<file path="src/rtl/trap_pkg.sv">
package trap_pkg;
  localparam int TRAP_LVLS    = 8;
  localparam int TRAP_PC_W    = 16;
  localparam int TRAP_SR_W    = 16;
  localparam int TRAP_GIE_BIT = 9;
  localparam int TRAP_XIE_BIT = 11;
endpackage

</file>
<file path="src/rtl/trap_pending.sv">
module trap_pending #(
  parameter int NUM_LVL = trap_pkg::TRAP_LVLS
) (
  input  logic               clk,
  input  logic               rst_n,
  input  logic [NUM_LVL-2:0] set_req,
  input  logic               ext_flag,
  input  logic               xie,
  input  logic [NUM_LVL-1:0] clr_mask,
  output logic [NUM_LVL-1:0] pend
);
  logic [NUM_LVL-1:0] set_all;

  // the top level has no direct request path: only the gated external flag
  assign set_all = {ext_flag & xie, set_req};

  always_ff @(posedge clk) begin
    if (!rst_n) pend <= '0;
    else        pend <= (pend & ~clr_mask) | set_all;
  end

  // a cleared level without a same-cycle request is gone next cycle
  p_clear_r4: assert property (@(posedge clk) disable iff (!rst_n)
    (|(clr_mask & ~set_all)) |=> ((pend & $past(clr_mask & ~set_all)) == '0));

  // a request on the level being cleared keeps it pending
  p_set_wins_r8: assert property (@(posedge clk) disable iff (!rst_n)
    (|(clr_mask & set_all)) |=> ((pend & $past(clr_mask & set_all)) == $past(clr_mask & set_all)));

  // at most one level is cleared per cycle
  p_one_clear_r8: assert property (@(posedge clk) disable iff (!rst_n)
    $onehot0(clr_mask));

  // the top level appears only after flag and enable together
  p_ext_gate_r6: assert property (@(posedge clk) disable iff (!rst_n)
    $rose(pend[NUM_LVL-1]) |-> $past(ext_flag && xie));
endmodule

</file>
<file path="src/rtl/trap_pick.sv">
module trap_pick #(
  parameter int NUM_LVL = trap_pkg::TRAP_LVLS,
  localparam int LVL_W  = $clog2(NUM_LVL)
) (
  input  logic               clk,
  input  logic               rst_n,
  input  logic [NUM_LVL-1:0] pend,
  input  logic               gie,
  output logic               take_valid,
  output logic [LVL_W-1:0]   take_lvl
);
  logic [NUM_LVL-1:0] elig;
  logic [NUM_LVL:0]   below;
  logic [NUM_LVL-1:0] hot;

  assign below[0] = 1'b0;

  genvar g;
  generate
    for (g = 0; g < NUM_LVL; g++) begin : g_lvl
      if (g == NUM_LVL - 1) begin : g_top
        assign elig[g] = pend[g];
      end else begin : g_low
        assign elig[g] = pend[g] & gie;
      end
      assign hot[g]     = elig[g] & ~below[g];
      assign below[g+1] = below[g] | elig[g];
    end
  endgenerate

  assign take_valid = below[NUM_LVL];

  always_comb begin
    take_lvl = '0;
    for (int i = 0; i < NUM_LVL; i++)
      if (hot[i]) take_lvl = LVL_W'(i);
  end

  // nothing eligible sits below the chosen level
  p_lowest_r2: assert property (@(posedge clk) disable iff (!rst_n)
    take_valid |-> ((elig & ((NUM_LVL'(1) << take_lvl) - NUM_LVL'(1))) == '0));

  // with global enable off only the top level is chosen
  p_gate_r5: assert property (@(posedge clk) disable iff (!rst_n)
    (take_valid && !gie) |-> (take_lvl == LVL_W'(NUM_LVL - 1)));
endmodule

</file>
<file path="src/rtl/trap_launch.sv">
module trap_launch #(
  parameter int NUM_LVL = trap_pkg::TRAP_LVLS,
  parameter int PC_W    = trap_pkg::TRAP_PC_W,
  parameter int SR_W    = trap_pkg::TRAP_SR_W,
  localparam int LVL_W  = $clog2(NUM_LVL)
) (
  input  logic               clk,
  input  logic               rst_n,
  input  logic               insn_boundary,
  input  logic               ret_req,
  input  logic               take_valid,
  input  logic [LVL_W-1:0]   take_lvl,
  input  logic [PC_W-1:0]    cur_pc,
  input  logic [SR_W-1:0]    status_reg,
  output logic [NUM_LVL-1:0] clr_mask,
  output logic               pc_load,
  output logic [PC_W-1:0]    new_pc,
  output logic               push_c_valid,
  output logic [PC_W-1:0]    push_c_data,
  output logic               push_d_valid,
  output logic [SR_W-1:0]    push_d_data,
  output logic               pop_c,
  output logic               pop_d
);
  logic do_ret, do_take;

  // a return completes first; the entry waits for the next boundary
  assign do_ret   = insn_boundary & ret_req;
  assign do_take  = insn_boundary & take_valid & ~ret_req;
  assign clr_mask = do_take ? (NUM_LVL'(1) << take_lvl) : '0;

  always_ff @(posedge clk) begin
    if (!rst_n) begin
      pc_load      <= 1'b0;
      new_pc       <= '0;
      push_c_valid <= 1'b0;
      push_c_data  <= '0;
      push_d_valid <= 1'b0;
      push_d_data  <= '0;
      pop_c        <= 1'b0;
      pop_d        <= 1'b0;
    end else begin
      pc_load      <= do_take;
      push_c_valid <= do_take;
      push_d_valid <= do_take;
      pop_c        <= do_ret;
      pop_d        <= do_ret;
      if (do_take) begin
        new_pc      <= PC_W'(take_lvl) << 1;
        push_c_data <= cur_pc;
        push_d_data <= status_reg;
      end
    end
  end

  // vectors are even and inside the vector table
  p_vec_r2: assert property (@(posedge clk) disable iff (!rst_n)
    pc_load |-> (new_pc[0] == 1'b0 && new_pc < PC_W'(2 * NUM_LVL)));

  // both stacks are pushed with the PC load
  p_push_pair_r3: assert property (@(posedge clk) disable iff (!rst_n)
    pc_load |-> (push_c_valid && push_d_valid));

  // entry and return never share a cycle
  p_pop_excl_r9: assert property (@(posedge clk) disable iff (!rst_n)
    !(pc_load && (pop_c || pop_d)));
endmodule

</file>
<file path="src/rtl/trap_unit.sv">
module trap_unit #(
  parameter int NUM_LVL = trap_pkg::TRAP_LVLS,
  parameter int PC_W    = trap_pkg::TRAP_PC_W,
  parameter int SR_W    = trap_pkg::TRAP_SR_W,
  parameter int GIE_BIT = trap_pkg::TRAP_GIE_BIT,
  parameter int XIE_BIT = trap_pkg::TRAP_XIE_BIT,
  localparam int LVL_W  = $clog2(NUM_LVL)
) (
  input  logic               clk,
  input  logic               rst_n,
  input  logic               insn_boundary,
  input  logic [NUM_LVL-2:0] set_req,
  input  logic               ext_flag,
  input  logic [SR_W-1:0]    status_reg,
  input  logic [PC_W-1:0]    cur_pc,
  input  logic               ret_req,
  output logic               pc_load,
  output logic [PC_W-1:0]    new_pc,
  output logic               push_c_valid,
  output logic [PC_W-1:0]    push_c_data,
  output logic               push_d_valid,
  output logic [SR_W-1:0]    push_d_data,
  output logic               pop_c,
  output logic               pop_d
);
  logic [NUM_LVL-1:0] pend;
  logic [NUM_LVL-1:0] clr_mask;
  logic               take_valid;
  logic [LVL_W-1:0]   take_lvl;

  trap_pending #(.NUM_LVL(NUM_LVL)) u_pending (
    .clk      (clk),
    .rst_n    (rst_n),
    .set_req  (set_req),
    .ext_flag (ext_flag),
    .xie      (status_reg[XIE_BIT]),
    .clr_mask (clr_mask),
    .pend     (pend)
  );

  trap_pick #(.NUM_LVL(NUM_LVL)) u_pick (
    .clk        (clk),
    .rst_n      (rst_n),
    .pend       (pend),
    .gie        (status_reg[GIE_BIT]),
    .take_valid (take_valid),
    .take_lvl   (take_lvl)
  );

  trap_launch #(.NUM_LVL(NUM_LVL), .PC_W(PC_W), .SR_W(SR_W)) u_launch (
    .clk           (clk),
    .rst_n         (rst_n),
    .insn_boundary (insn_boundary),
    .ret_req       (ret_req),
    .take_valid    (take_valid),
    .take_lvl      (take_lvl),
    .cur_pc        (cur_pc),
    .status_reg    (status_reg),
    .clr_mask      (clr_mask),
    .pc_load       (pc_load),
    .new_pc        (new_pc),
    .push_c_valid  (push_c_valid),
    .push_c_data   (push_c_data),
    .push_d_valid  (push_d_valid),
    .push_d_data   (push_d_data),
    .pop_c         (pop_c),
    .pop_d         (pop_d)
  );

  // no boundary, no action in the following cycle
  p_idle_r7: assert property (@(posedge clk) disable iff (!rst_n)
    !insn_boundary |=> !(pc_load || push_c_valid || push_d_valid || pop_c || pop_d));

  // a return at a boundary suppresses the entry
  p_ret_first_r9: assert property (@(posedge clk) disable iff (!rst_n)
    (insn_boundary && ret_req) |=> (!pc_load && pop_c && pop_d));

  // an entry taken with global enable off goes to the top vector
  p_top_vec_r5: assert property (@(posedge clk) disable iff (!rst_n)
    (pc_load && !$past(status_reg[GIE_BIT])) |-> (new_pc == PC_W'(2 * (NUM_LVL - 1))));
endmodule

</file>
<file path="config.mk">
export PLATFORM = sky130hd
export DESIGN_NAME = trap_unit
export DESIGN_NICKNAME = d
export VERILOG_FILES = /design/src/rtl/trap_pkg.sv /design/src/rtl/trap_pending.sv /design/src/rtl/trap_pick.sv /design/src/rtl/trap_launch.sv /design/src/rtl/trap_unit.sv
export SDC_FILE = /design/constraint.sdc
export NUM_CORES = 1
export LEC_CHECK = 0
export BUFFER_PORTS_ARGS = -buffer_cell sky130_fd_sc_hd__buf_2
export CAP_MARGIN = 20
export CORE_MARGIN = 1.5
export CORE_UTILIZATION = 44
export CTS_CLUSTER_SIZE = 40
export DETAILED_ROUTE_END_ITERATION = 12
export MAX_ROUTING_LAYER = met4
export PLACE_DENSITY = 0.9
export REMOVE_ABC_BUFFERS = 1
export SYNTH_ARGS = -nofsm -noshare
export SYNTH_HDL_FRONTEND = slang
export SYNTH_SLANG_ARGS = --single-unit
</file>
<file path="constraint.sdc">
create_clock -name clk -period 2 [get_ports clk]
set_input_delay 0.1 -clock clk [delete_from_list [all_inputs] [get_ports clk]]
set_output_delay 0.1 -clock clk [all_outputs]
set_load 0.02 [all_outputs]
</file>
# Word level (Yosys, flattened, before mapping)
# Cells that the tools add are included.
# word_totals
mem_count	0
rom_bits	0
ram_bits	0
input_bits	44
wordCells	51
register_bits	45
latchBits	0
output_inout_bits	53
# op_classes
addsub	0
n_bitwise	36
div	0
mux	8
n_eq_ne	0
n_reduce_logical	0
mul	0
n_lt_le_gt_ge	0
n_shift	1
# op_table
cell	count
$and A1 B1 Y1	18
$mux W3	6
$and A8 B8 Y8	1
$mux W8	1
$not A1 Y1	8
$not A8 Y8	1
$or A8 B8 Y8	1
$shl A1 B3 Y8 const A	1
$or A1 B1 Y1	7
$mux W1	1

# Logic depth before layout (Yosys ltp)
# logic_depth
depth_word	15
mapped_depth	7
depth_no_buf	5

# Cells and area by module
# A second synthesis with hierarchy kept.
# unflattened
cells_unflattened	232
hier_area_um2	2075.7
# by_module_without_submodules
module	seq_area_each_um2	area_each_um2	cells_per_inst	instances
trap_launch	740.7	1667.8	187	1
trap_pending	160.2	289.0	26	1
trap_pick	0.0	118.9	19	1

# Least setup slack after synthesis
# OpenSTA, ideal clock, no wires.
# synth_path
path_kind	register to register
start	register u_pending.pend[1]
end	register u_pending.pend[2]
stages_incl_launch_ff	6
arrival_time_ps	1376
t_required_ps	1880
path_buffers	0
setup_time_ps	120
slack_ps	503
synth_period_minus_slack_ps	1497
path_cell_list	dfxtp_1 nor3_4 a21boi_4 o32a_4 nor4_2 nor2_1
# synth_via
elab_chain_cells	15
elab_cells_between_ends	35
classes_between	shift (1); mux (8); bitwise (26)
# synth_rtl
item	line	text
start, declared	trap_pending.sv:10	output logic [NUM_LVL-1:0] pend
start signal, assigned	trap_pending.sv:19	else pend <= (pend & ~clr_mask) | set_all;
$and A1 B1 Y1 (*)	trap_pick.sv:24	assign elig[g] = pend[g] & gie;
$or A1 B1 Y1	trap_pick.sv:27	assign below[g+1] = below[g] | elig[g];
$not A1 Y1 / $or A1 B1 Y1 (equally long branches)	trap_pick.sv:26, trap_pick.sv:27	
$and A1 B1 Y1 (tied with other cells)	trap_pick.sv:26	assign hot[g] = elig[g] & ~below[g];
$mux W3 (tied with other cells) (4 in series)	trap_pick.sv:36	if (hot[i]) take_lvl = LVL_W'(i);
$mux W3 / $and A1 B1 Y1 (equally long branches)	trap_pick.sv:36, trap_pick.sv:26	
$mux W3	trap_pick.sv:36	
$shl A1 B3 Y8	trap_launch.sv:30	assign clr_mask = do_take ? (NUM_LVL'(1) << take_lvl) : '0;
$mux W8 (*)	trap_launch.sv:30	
$not A8 Y8 (*)	trap_pending.sv:19	
$and A8 B8 Y8 (*)	trap_pending.sv:19	
$or A8 B8 Y8 (*)	trap_pending.sv:19	
# Mark *: on every way between the ends. The rest lies on a longest branch, timed or not.
# A chain may end at the register's enable or synchronous reset.

# Worst setup path in the final report
# Ends and elaborated chain as after synthesis.

==> results.md <==
* # Max-Cap Violations at 0
* Crit-path cells: nor3_4, a21boi_4, o32a_4, nor4_2, nor2_1
* # rows at 23
* Area Overhead vs Synth at 25.0%
* Post-cts resize count at 0
* Via count of the first global-routing pass at 1,471
* Netlist cell types at 29
* CP Max Fanout at 9
* Final WL at 4120 µm
* # port buffers at 83
* Initial antenna violation count at 0
* WHS at 28.1 ps
* Setup violators final at 0
* Crit-path leading delay family: simple AND/OR/NAND/NOR gates
* Post-route setup slack at ~400 ps
* Global-route wire length before repair at between 6000 and 7000 µm
* Die height at just under 70 µm
* CTS tree: done
* CTS Root Cell: clkbuf_8
* Pre-CTS WS at 420 ps
* Period utilisation layout at about 79%
* Leak pwr at ~1.1 nW
* Final net count at 352
* N_diodes at 0
* Final Skew at just under 8 ps
* Core area at approximately 4000 µm²
* RSZ-0062 raised after global routing: false
* H-Tree Depth at 2
* Final slew viol count at 0
* Die ar. at 4620 µm²
* DRT Pass-1 Iters at 4
* Yosys warns at 0
* DPL Wire Length at 3000 µm
* Vias at 1,752
* Slowest cell on crit path: o32a_4
* Min-Delay Path Class: input port to flip-flop
* Commonest non-fill, non-tap cell in the layout: buf_2
* Final ANT Viol Nets at 0
* CTS clock-pin slew for the worst setup and hold paths at 90 ps
* Sequential fraction of the synthesis area at 48.5%
* Later-pin clock latency in the skew report at 300 ps
* Final hold vios at 0
* Total GRT Usage at 18.9%
* Largest net degree at the start of global routing at 34
* Layout cell share with drive strength beyond 1 at between 30 and 40%
* GRT overflow at 0
* Setup tns final at 0 ps
* Synthesized instance count at ~230
* Number of vias per cell at 4.88
* Crit path kind: flip-flop to flip-flop
* Remaining DRCs at 0
* Worst Setup Start Kind: flip-flop
* Clock Sinks at 45
* Most frequent cells in the layout: 83 x buf_2, 67 x nand2_1, 45 x dfxtp_1
* Final GP Congestion at 0.889
* Mean Syn Cell Area at 8.12 µm²
* Post-route minimum period at 1590 ps
* Fmax at 630 MHz
* CTS Buffer Depth at 2
* Worst stage delay on the critical path at 430 ps
* Crit path buffers/inverters at 0
* Outcome: completed
* Io pins at 97
* Total chip power at 1.85 mW
* Die X at roughly 68 µm
* Starting Density at between 40% and 50%
* Design area at 2320 µm²
* Register bit total from synthesis at 45
* Drt wl/cell at 11.5 µm
* Pwr dens at 795 nW/µm²
* Placement Cell Area at 2230 µm²
* Crit path DAT at ~1800 ps
* Peak VDD IR at 0.416 mV
* Filler cell count at 386
* Num CTS Buffers at 5
* Post-cts hold buffer count at 0
* Initial drt markers at 74
* Worst EP required at 2190 ps
* Syn Std Cell Area at 1860 µm²
* Setup Fix Bufs, Post-CTS at 0
* CP endpoint kind: flip-flop
[flip-flops by register name, indices dropped and copies added (netlist names)]
signal / flops
u_launch.pc_load: 1
u_launch.new_pc: 3
u_pending.pend: 8
u_launch.push_d_data: 16
u_launch.push_c_data: 16
u_launch.pop_c: 1
[synthesized netlist by cell type]
cell	n	area [µm²]
a41oi_1	1	8.76
nor2b_1	3	18.8
a311oi_1	1	8.76
buf_2	3	15.0
o211a_1	1	10.0
o32ai_1	1	8.76
nand2_1	67	251
o21a_1	2	15.0
a211oi_1	2	15.0
nand3_1	2	10.0
nor4_2	1	12.5
nor2_1	11	41.3
a31oi_1	3	18.8
o21ai_0	12	60.1
conb_1	1	3.75
a21boi_4	1	18.8
buf_4	20	150
clkbuf_1	4	15.0
a21boi_1	1	7.51
dfxtp_1	45	901
a21oi_1	37	185
clkinv_1	1	3.75
nand2b_1	2	12.5
o21ai_2	1	8.76
inv_1	2	7.51
nor3_4	1	16.3
and3_1	1	6.26
o32a_4	1	22.5
and2_1	1	6.26
[where the power goes]
| group | switching (mW) | total (mW) | internal (mW) | leakage (nW) |
|---|---|---|---|---|
| sequential | 0.0303 | 0.973 | 0.943 | 0.369 |
| combinational | 0.201 | 0.315 | 0.114 | 0.674 |
| clock | 0.311 | 0.558 | 0.248 | 0.0481 |
| total | 0.542 | 1.85 | 1.30 | 1.09 |
[worst reg2reg max path, stage by stage, from the launching register on]
cell      delay [ps]
dfxtp_1          380
nor3_4           250
a21boi_4         120
o32a_4           430
nor4_2           240
nor2_1            70
[per-stage QoR]
stage / utilization, % / cells
floorplan: - / 214
global route: 57.7 / 359
finish: 57.7 / 359
detailed placement: 55.4 / 351
global placement: 55.4 / 351
CTS: 57.7 / 359
[kinds of logic (layout without fill, tap and decap cells)]
family / after synthesis / after routing / share of synthesized area [%]
buffers and inverters: 30 / 98 / 10.3
AND/OR/NAND/NOR: 89 / 89 / 20.2
other: 1 / 13 / 0.202
flip-flops: 45 / 45 / 48.5
AO/OA/AOI/OAI: 64 / 64 / 20.9
[per-layer routing]
layer	vias up	global-route usage, %	share of wire, %
met5	-	-	0
li1	888	-	-
met1	780	21.6	42
met2	69	30.0	49
met3	15	4.28	6.9
met4	0	11.5	2.6
[final timing paths]
kind | startpoint | end | slack [ps] | cells after the start
hold reg to reg | u_launch.push_d_data[2]$_SDFFE_PN0P_ | u_launch.push_d_data[2]$_SDFFE_PN0P_ | 450 | 2
setup reg to reg | u_pending.pend[1]$_SDFF_PN0_ | u_pending.pend[2]$_SDFF_PN0_ | 410 | 5
hold / removal | cur_pc[8] | u_launch.push_c_data[8]$_SDFFE_PN0P_ | 30 | 3
setup / recovery | u_pending.pend[1]$_SDFF_PN0_ | u_pending.pend[2]$_SDFF_PN0_ | 410 | 5
[cell type report]
| cell class | count | area, µm² | area share (%) |
|---|---|---|---|
| well taps | 50 | 62.6 | 2.69 |
| flip-flops and latches | 45 | 901 | 38.8 |
| repair buffers | 87 | 445 | 19.2 |
| clock inverters | 3 | 22.5 | 0.969 |
| clock buffers | 5 | 68.8 | 2.96 |
| multi-input cells | 166 | 812 | 34.9 |
| inverters | 3 | 11.3 | 0.485 |
No activity file was read; power rests on OpenSTA's default activity.
